===== config.mk =====
export PLATFORM = sky130hd
export DESIGN_NAME = dpot_ctrl
export DESIGN_NICKNAME = d
export VERILOG_FILES = /design/src/rtl/dpot_pkg.sv /design/src/rtl/dpot_sync.sv /design/src/rtl/dpot_shifter.sv /design/src/rtl/dpot_bank.sv /design/src/rtl/dpot_ctrl.sv
export SDC_FILE = /design/constraint.sdc
export NUM_CORES = 1
export LEC_CHECK = 0
export BUFFER_PORTS_ARGS = -buffer_cell sky130_fd_sc_hd__buf_2
export CAP_MARGIN = 10
export CORE_MARGIN = 3
export CORE_UTILIZATION = 50
export CTS_BUF_LIST = sky130_fd_sc_hd__clkbuf_4
export CTS_CLUSTER_DIAMETER = 40
export CTS_CLUSTER_SIZE = 12
export DETAILED_ROUTE_END_ITERATION = 10
export PLACE_DENSITY = 0.81
export SYNTH_ARGS = -nofsm -noshare
export SYNTH_HDL_FRONTEND = slang
export SYNTH_SLANG_ARGS = --single-unit

===== constraint.sdc =====
create_clock -name clk -period 3.4 [get_ports clk]
set_input_delay 0.68 -clock clk [delete_from_list [all_inputs] [get_ports clk]]
set_output_delay 0.68 -clock clk [all_outputs]
set_load 0.03 [all_outputs]

===== src/rtl/dpot_pkg.sv =====
package dpot_pkg;

    localparam int DEF_N_CH   = 4;
    localparam int DEF_CODE_W = 6;
    localparam int SYNC_STAGES = 2;

    typedef enum logic [1:0] {
        LNK_IDLE  = 2'd0,
        LNK_SHIFT = 2'd1,
        LNK_DONE  = 2'd2
    } lnk_state_e;

    function automatic int addr_width(input int n_ch);
        return (n_ch > 1) ? $clog2(n_ch) : 1;
    endfunction

    function automatic int frame_width(input int n_ch, input int code_w);
        return addr_width(n_ch) + code_w;
    endfunction

    function automatic logic [31:0] mid_code(input int code_w);
        return 32'd1 << (code_w - 1);
    endfunction

endpackage


===== src/rtl/dpot_sync.sv =====
module dpot_sync #(
    parameter int          W       = 1,
    parameter int          STAGES  = 2,
    parameter logic [W-1:0] RST_VAL = '0
) (
    input  logic         clk,
    input  logic         rst,
    input  logic [W-1:0] d_i,
    output logic [W-1:0] q_o
);
    logic [W-1:0] stage_q [STAGES];

    genvar s;
    generate
        for (s = 0; s < STAGES; s++) begin : g_stage
            always_ff @(posedge clk) begin
                if (rst) begin
                    stage_q[s] <= RST_VAL;
                end else if (s == 0) begin
                    stage_q[s] <= d_i;
                end else begin
                    stage_q[s] <= stage_q[(s > 0) ? s - 1 : 0];
                end
            end
        end
    endgenerate

    assign q_o = stage_q[STAGES-1];
endmodule


===== src/rtl/dpot_shifter.sv =====
module dpot_shifter
    import dpot_pkg::*;
#(
    parameter int FRAME_W = 8
) (
    input  logic               clk,
    input  logic               rst,
    input  logic               cs_n_s,
    input  logic               sclk_s,
    input  logic               sdi_s,
    output logic               frm_vld_o,
    output logic [FRAME_W-1:0] frm_o
);
    localparam int            CNT_W   = $clog2(FRAME_W + 2);
    localparam logic [CNT_W-1:0] CNT_MAX = '1;
    localparam logic [CNT_W-1:0] CNT_END = CNT_W'(FRAME_W);

    logic [FRAME_W-1:0] sh_q;
    logic [CNT_W-1:0]   cnt_q;
    logic               sclk_d, cs_d;
    lnk_state_e         st_q;
    logic               sclk_rise, cs_rise;

    assign sclk_rise = sclk_s & ~sclk_d;
    assign cs_rise   = cs_n_s & ~cs_d;

    always_ff @(posedge clk) begin
        if (rst) begin
            sclk_d    <= 1'b0;
            cs_d      <= 1'b1;
            sh_q      <= '0;
            cnt_q     <= '0;
            st_q      <= LNK_IDLE;
            frm_vld_o <= 1'b0;
            frm_o     <= '0;
        end else begin
            sclk_d    <= sclk_s;
            cs_d      <= cs_n_s;
            frm_vld_o <= 1'b0;
            if (cs_n_s) begin
                cnt_q <= '0;
                st_q  <= LNK_IDLE;
                if (cs_rise && st_q == LNK_DONE && cnt_q == CNT_END) begin
                    frm_vld_o <= 1'b1;
                    frm_o     <= sh_q;
                end
            end else if (sclk_rise) begin
                sh_q <= {sh_q[FRAME_W-2:0], sdi_s};
                if (cnt_q != CNT_MAX) begin
                    cnt_q <= cnt_q + 1'b1;
                end
                st_q <= (cnt_q == CNT_END - 1'b1) ? LNK_DONE : LNK_SHIFT;
            end
        end
    end
endmodule


===== src/rtl/dpot_bank.sv =====
module dpot_bank
    import dpot_pkg::*;
#(
    parameter int N_CH   = 4,
    parameter int CODE_W = 6
) (
    input  logic                     clk,
    input  logic                     rst,
    input  logic                     preset_s,
    input  logic                     wr_en,
    input  logic [addr_width(N_CH)-1:0] wr_addr,
    input  logic [CODE_W-1:0]        wr_code,
    output logic [N_CH*CODE_W-1:0]   codes_o,
    output logic [N_CH-1:0]          stb_o
);
    localparam int          ADDR_W = addr_width(N_CH);
    localparam logic [CODE_W-1:0] MID = CODE_W'(mid_code(CODE_W));

    genvar i;
    generate
        for (i = 0; i < N_CH; i++) begin : g_ch
            logic [CODE_W-1:0] lat_q;
            logic              hit;
            assign hit = wr_en && (wr_addr == ADDR_W'(i));
            always_ff @(posedge clk) begin
                if (rst || preset_s) begin
                    lat_q    <= MID;
                    stb_o[i] <= 1'b0;
                end else begin
                    stb_o[i] <= hit;
                    if (hit) begin
                        lat_q <= wr_code;
                    end
                end
            end
            assign codes_o[i*CODE_W +: CODE_W] = lat_q;
        end
    endgenerate
endmodule


===== src/rtl/dpot_ctrl.sv =====
module dpot_ctrl
    import dpot_pkg::*;
#(
    parameter int N_CH   = DEF_N_CH,
    parameter int CODE_W = DEF_CODE_W
) (
    input  logic                   clk,
    input  logic                   rst,
    input  logic                   cs_n,
    input  logic                   sclk,
    input  logic                   sdi,
    input  logic                   preset,
    input  logic                   shdn,
    output logic [N_CH*CODE_W-1:0] wiper_o,
    output logic [N_CH-1:0]        shut_o,
    output logic [N_CH-1:0]        wr_stb_o
);
    localparam int ADDR_W  = addr_width(N_CH);
    localparam int FRAME_W = frame_width(N_CH, CODE_W);

    logic [4:0]         raw_in, syn_q;
    logic               cs_s, sclk_s, sdi_s, pre_s, shdn_s;
    logic               frm_vld;
    logic [FRAME_W-1:0] frm;

    assign raw_in = {cs_n, sclk, sdi, preset, shdn};

    dpot_sync #(
        .W(5), .STAGES(SYNC_STAGES), .RST_VAL(5'b10000)
    ) u_sync (
        .clk(clk), .rst(rst), .d_i(raw_in), .q_o(syn_q)
    );

    assign {cs_s, sclk_s, sdi_s, pre_s, shdn_s} = syn_q;

    dpot_shifter #(.FRAME_W(FRAME_W)) u_shift (
        .clk(clk), .rst(rst),
        .cs_n_s(cs_s), .sclk_s(sclk_s), .sdi_s(sdi_s),
        .frm_vld_o(frm_vld), .frm_o(frm)
    );

    dpot_bank #(.N_CH(N_CH), .CODE_W(CODE_W)) u_bank (
        .clk(clk), .rst(rst), .preset_s(pre_s),
        .wr_en(frm_vld),
        .wr_addr(frm[FRAME_W-1 -: ADDR_W]),
        .wr_code(frm[CODE_W-1:0]),
        .codes_o(wiper_o),
        .stb_o(wr_stb_o)
    );

    assign shut_o = {N_CH{shdn_s}};
endmodule


Word-level counts from Yosys, hierarchy flattened

Memory sizes are Yosys's and may differ from the RTL's.
Index checks and enable logic that the tools add are counted.

Flip-flop bits (word level): 53
Bits in writable memories: 10
Bits of input ports: 7
Output and inout bits: 32
Word-level logic and storage cells: 51
Memories kept: 1

Memory list:

| name           | words | bits a word | rd ports | clocked after memory_dff | write ports | line            | RTL |
|---|---|---|---|---|---|---|---|
| u_sync.stage_q | 2     | 5           | 2        | 0                        | 2           | dpot_sync.sv:11 | `logic [W-1:0] stage_q [STAGES];` |

Add/subtract/negate cells: 1
Equal/unequal tests: 7
Multiplexer cells: 7
Bitwise logic cells: 7
Reduce and logical (&&, ||, !) cells: 13

Operator list:

| cell                                                            | number |
|---|---|
| 5-bit two-way mux                                               | 2 |
| 2-bit == test, second input constant                            | 3 |
| 1-bit logical AND                                               | 6 |
| 2-bit AND reduction                                             | 3 |
| 4-bit by 1-bit adder with 4-bit output, second input constant   | 1 |
| 4-bit by 3-bit == test with 1-bit output, second input constant | 1 |
| 4-bit == test, second input constant                            | 1 |
| 1-bit two-way mux                                               | 4 |
| 4-bit inequality test, second input constant                    | 1 |
| 2-bit OR reduction                                              | 2 |
| 1-bit inverter                                                  | 3 |
| 1-bit AND                                                       | 2 |
| 2-bit by 1-bit == test with 1-bit output, second input constant | 1 |
| 2-bit logical NOT                                               | 1 |
| 2-bit two-way mux                                               | 1 |
| 1-bit OR                                                        | 2 |
| 1-bit logical OR                                                | 1 |

Longest topological paths before layout

Depth in word-level cells: 5
Depth in mapped cells: 6
Mapped depth without buffers: 5

Hierarchy

Synthesis repeated with hierarchy kept, for this count alone.

Cell total of the unflattened synthesis: 235
Area total of the unflattened synthesis: 2474.9 um2

Modules (own cells, without submodules):

| module       | instances | cells an instance | area each (um2) | seq. area each (um2) |
|---|---|---|---|---|
| dpot_bank    | 1         | 100               | 1144.8          | 560.5 |
| dpot_shifter | 1         | 112               | 1044.8          | 500.5 |
| dpot_sync    | 1         | 20                | 262.8           | 200.2 |
| dpot_ctrl    | 1         | 3                 | 22.5            | 0.0 |

Worst setup path before layout

No wires, ideal clock.

Path type: reg-to-output
Start point: mem u_sync.stage_q[1][0]
End point: out shut_o[1]
Arrival time: 0.739 ns
Data required time: 2.720 ns
Setup slack: 1.981 ns
Stages on the path, launching flop included: 2
Buffers on the path: 1
Path through: dfxtp_1 -> buf_4

RTL lines:

| what            | line            | RTL |
|---|---|---|
| start, declared | dpot_sync.sv:11 |  |
| end, declared   | dpot_ctrl.sv:15 | `output logic [N_CH-1:0] shut_o,` |

==> impl_metrics.py <==
metrics = {
    "clock_tree": {
        "ctsResizeCount": 0,
        "post-cts-setup-buffers": 0,
        "insertion_delay_ps": 390,
        "clkSinkCount": 63,
        "clkSlewWorstSetupHoldPaths_ps": 90,
        "cts_buffer_depth": 2,
        "cts-buffers-inserted": 9,
        "h-tree-depth": 3,
        "root_buffer": "clkbuf_4",
        "cts_hold_buf": 0,
        "cts_tree": "yes",
    },
    "critical_path": {
        "worstPathMaxFanout": 4,
        "cp.required_ps": 2720,
        "critPathTopFamily": "flip-flops",
        "cp_cell_sequence": "buf_2",
        "r2r_slack_ps": 1950,
        "crit_path_max_incr_delay_ps": 370,
        "r2r-end": "u_shift.frm_o[2]",
        "arrival_ps": 980,
        "crit_buf_inv": 1,
        "setup.worst_path.class": "reg2out",
        "crit_path_start_kind": "flop",
        "setup.worst_path.end_class": "primary output",
        "cp_slowest_cell": "dfxtp_1",
        "reg2reg_from": "u_sync.stage_q[1][4]",
        "reg2reg_depth": 4,
    },
    "power": {
        "irDropWorstVdd_mv": 0.361,
        "p_leak_nw": 1.14,
        "pwr_density_cell_nw_per_um2": 481,
    },
    "timing": {
        "slew_headroom_pct": 64.9,
        "setup_viol": 0,
        "final.min_clock_period_ps": 1660,
        "rsz0062_at_grt": "false",
        "tns_ps": 0,
        "finalHoldViolCount": 0,
        "tightest_slew_ps": 526,
        "slew_violations": 0,
        "finalCritPeriodShare_pct": 48.7,
        "skew_ps": 6.74,
        "setup_slack_ps": 1740,
        "fmax_mhz": 603,
    },
    "route": {
        "wl_microns": 3730,
        "viasPerCell": 5.05,
        "wl_per_cell_microns": 11.8,
        "via_count": 1595,
        "ant_nets": 0,
        "drc_errors": 0,
        "first_pass_iters": 4,
        "drt-initial-drc-count": 97,
    },
    "cells_and_area": {
        "final_area_sq_um": 2610,
        "syn2layout_area_growth_pct": 13.3,
        "drive_above_1_share_pct": 22.0,
        "final_core_util_pct": 59.4,
        "finalNetCount": 270,
        "final_common_cell": "dfxtp_1",
        "stdcell_count": 316,
        "diodes": 0,
        "final_cell_mix": "dfxtp_1 (63), buf_2 (38), mux2i_1 (32), nor2_1 (25), nand2b_1 (17)",
    },
    "logic_synthesis": {
        "synth-edff-count": 0,
        "ys_async_sr_fraction_pct": 0,
        "synth_top_family_by_area": "simple AND/OR/NAND/NOR gates",
        "synth_xor_area_share_pct": 0,
        "dominantRegCellSynth": "dfxtp_1",
        "syn_avg_cell_area_sq_um": 10.1,
        "synth.distinct_cells": 27,
        "synth_compound_area_share_pct": 5.50,
        "synth.area.top_cells": "dfxtp_1 (55%), mux2i_1 (14%), nand2b_1 (4.6%)",
        "synth_area_sq_um": 2300,
        "yosys_register_bits": 63,
        "synthSimpleGateAreaFrac_pct": 20.5,
        "synthMuxAreaShare_pct": 13.9,
        "synth_top_area_cell": "dfxtp_1",
        "yosys_warnings": 0,
        "syn-instance-count": 227,
        "yosysSeqAreaShare_pct": 54.9,
        "synth_fa_ha_area_share_pct": 1.09,
        "synth_top_area_share_pct": 54.9,
        "synth_fp_nets": 236,
    },
    "placement": {
        "pre_cts_ws_ps": 1550,
        "gp_congestion": 0.730,
        "dp.cells": 302,
        "dpl_cell_area_sq_um": 2480,
        "io_buffer_count": 38,
        "dp_hpwl_microns": 2510,
    },
    "floorplan": {
        "dieArea_sq_um": 5450,
        "die_y_microns": 73.8,
        "fp.dieW_microns": 73.8,
        "placementRows": 24,
        "start_util_pct": 52.4,
        "fp.coreArea_sq_um": 4380,
        "ios": 39,
    },
    "global_route": {
        "antenna_found_initial": 0,
        "grt_pass1_wl_microns": 6070,
        "overflow": 0,
        "grt.total_usage_pct": 14.7,
        "grt_pass1_vias": 1392,
        "grt_max_degree": 40,
    },
    "min_path": {
        "min_to": "u_sync.stage_q[1][4]",
        "hold_class": "reg2reg",
        "hold_depth": 1,
        "min_from": "u_sync.stage_q[0][4]",
    },
    "run": {
        "cap_violations": 0,
    },
    "status": {
        "status": "completed",
    },
}
## metrics by stage
| stage | hold WS (ps) | power, mW |
|---|---|---|
| 3_3_place_gp | 392 | 0.796 |
| 6_report | 413 | 1.25 |
| 3_5_place_dp | 394 | 0.796 |
| 5_1_grt | 433 | 1.30 |
| 2_1_floorplan | 389 | 0.791 |
| 4_1_cts | 416 | 1.27 |
## worst max path at each step
stage,start,to,slack [ps],depth (start not counted)
final,u_sync.stage_q[1][0],shut_o[1],1740,1
after global routing,u_sync.stage_q[1][0],shut_o[1],1690,1
after CTS,u_sync.stage_q[1][0],shut_o[3],1720,1
after detailed placement,rst,u_bank.stb_o[2],1550,3
after global placement,rst,u_bank.stb_o[2],1580,3
after floorplan,u_sync.stage_q[1][0],shut_o[1],1980,1
## state kept, by name, summed over array words and instances (netlist names)
signal and count:
u_shift.frm_o 8, u_shift.cnt_q 4, u_bank.stb_o 4, u_shift.sh_q 8, u_shift.sclk_d 1, u_sync.stage_q 10, u_shift.cs_d 1, u_shift.frm_vld_o 1
u_shift.st_q 2, u_bank.g_ch.lat_q 24
## synth_stat cells (all sizes together), types with 2 or more instances
master	n
ha	2
a21oi	12
nor2	25
nor2b	10
or2	4
nand4b	2
nand3b	2
nand3	5
nand2	13
inv	2
mux2i	32
o21ai	10
buf	11
nand2b	17
clkbuf	6
nor3b	4
dfxtp	63
## area by class of cell
type	count	area (sq um)
Clock inverter	2	33.8
Fill cell	391	1780
Timing Repair Buffer	40	205
Inverter	2	7.51
Sequential cell	63	1260
Multi-Input combinational cell	145	942
Tap cell	52	65.1
Clock buffer	12	90.1
## cells by family (layout without fill, tap and decap cells)
family / after synthesis / after routing
AOI/OAI and AO/OA: 24 / 24
adders and majority gates: 2 / 2
buffers and inverters: 19 / 56
DFF: 63 / 63
muxes: 32 / 32
and+or+nand+nor: 87 / 87
## per-layer routing
metal,track usage (%),part of all wire [%],vias up,wire (microns)
met5,0,0,-,0
met4,7.24,2.2,0,81
met3,6.29,6.6,9,246
met2,21.1,43,47,1610
met1,18.8,48,715,1790
li1,-,-,824,-
## where the power goes
part / switching (mW) / leakage [nW] / internal (mW)
clock: 0.234 / 0.0709 / 0.240
sequential: 0.00337 / 0.510 / 0.743
combinational: 0.0200 / 0.558 / 0.0116
Power figures use the tool's default switching activity.
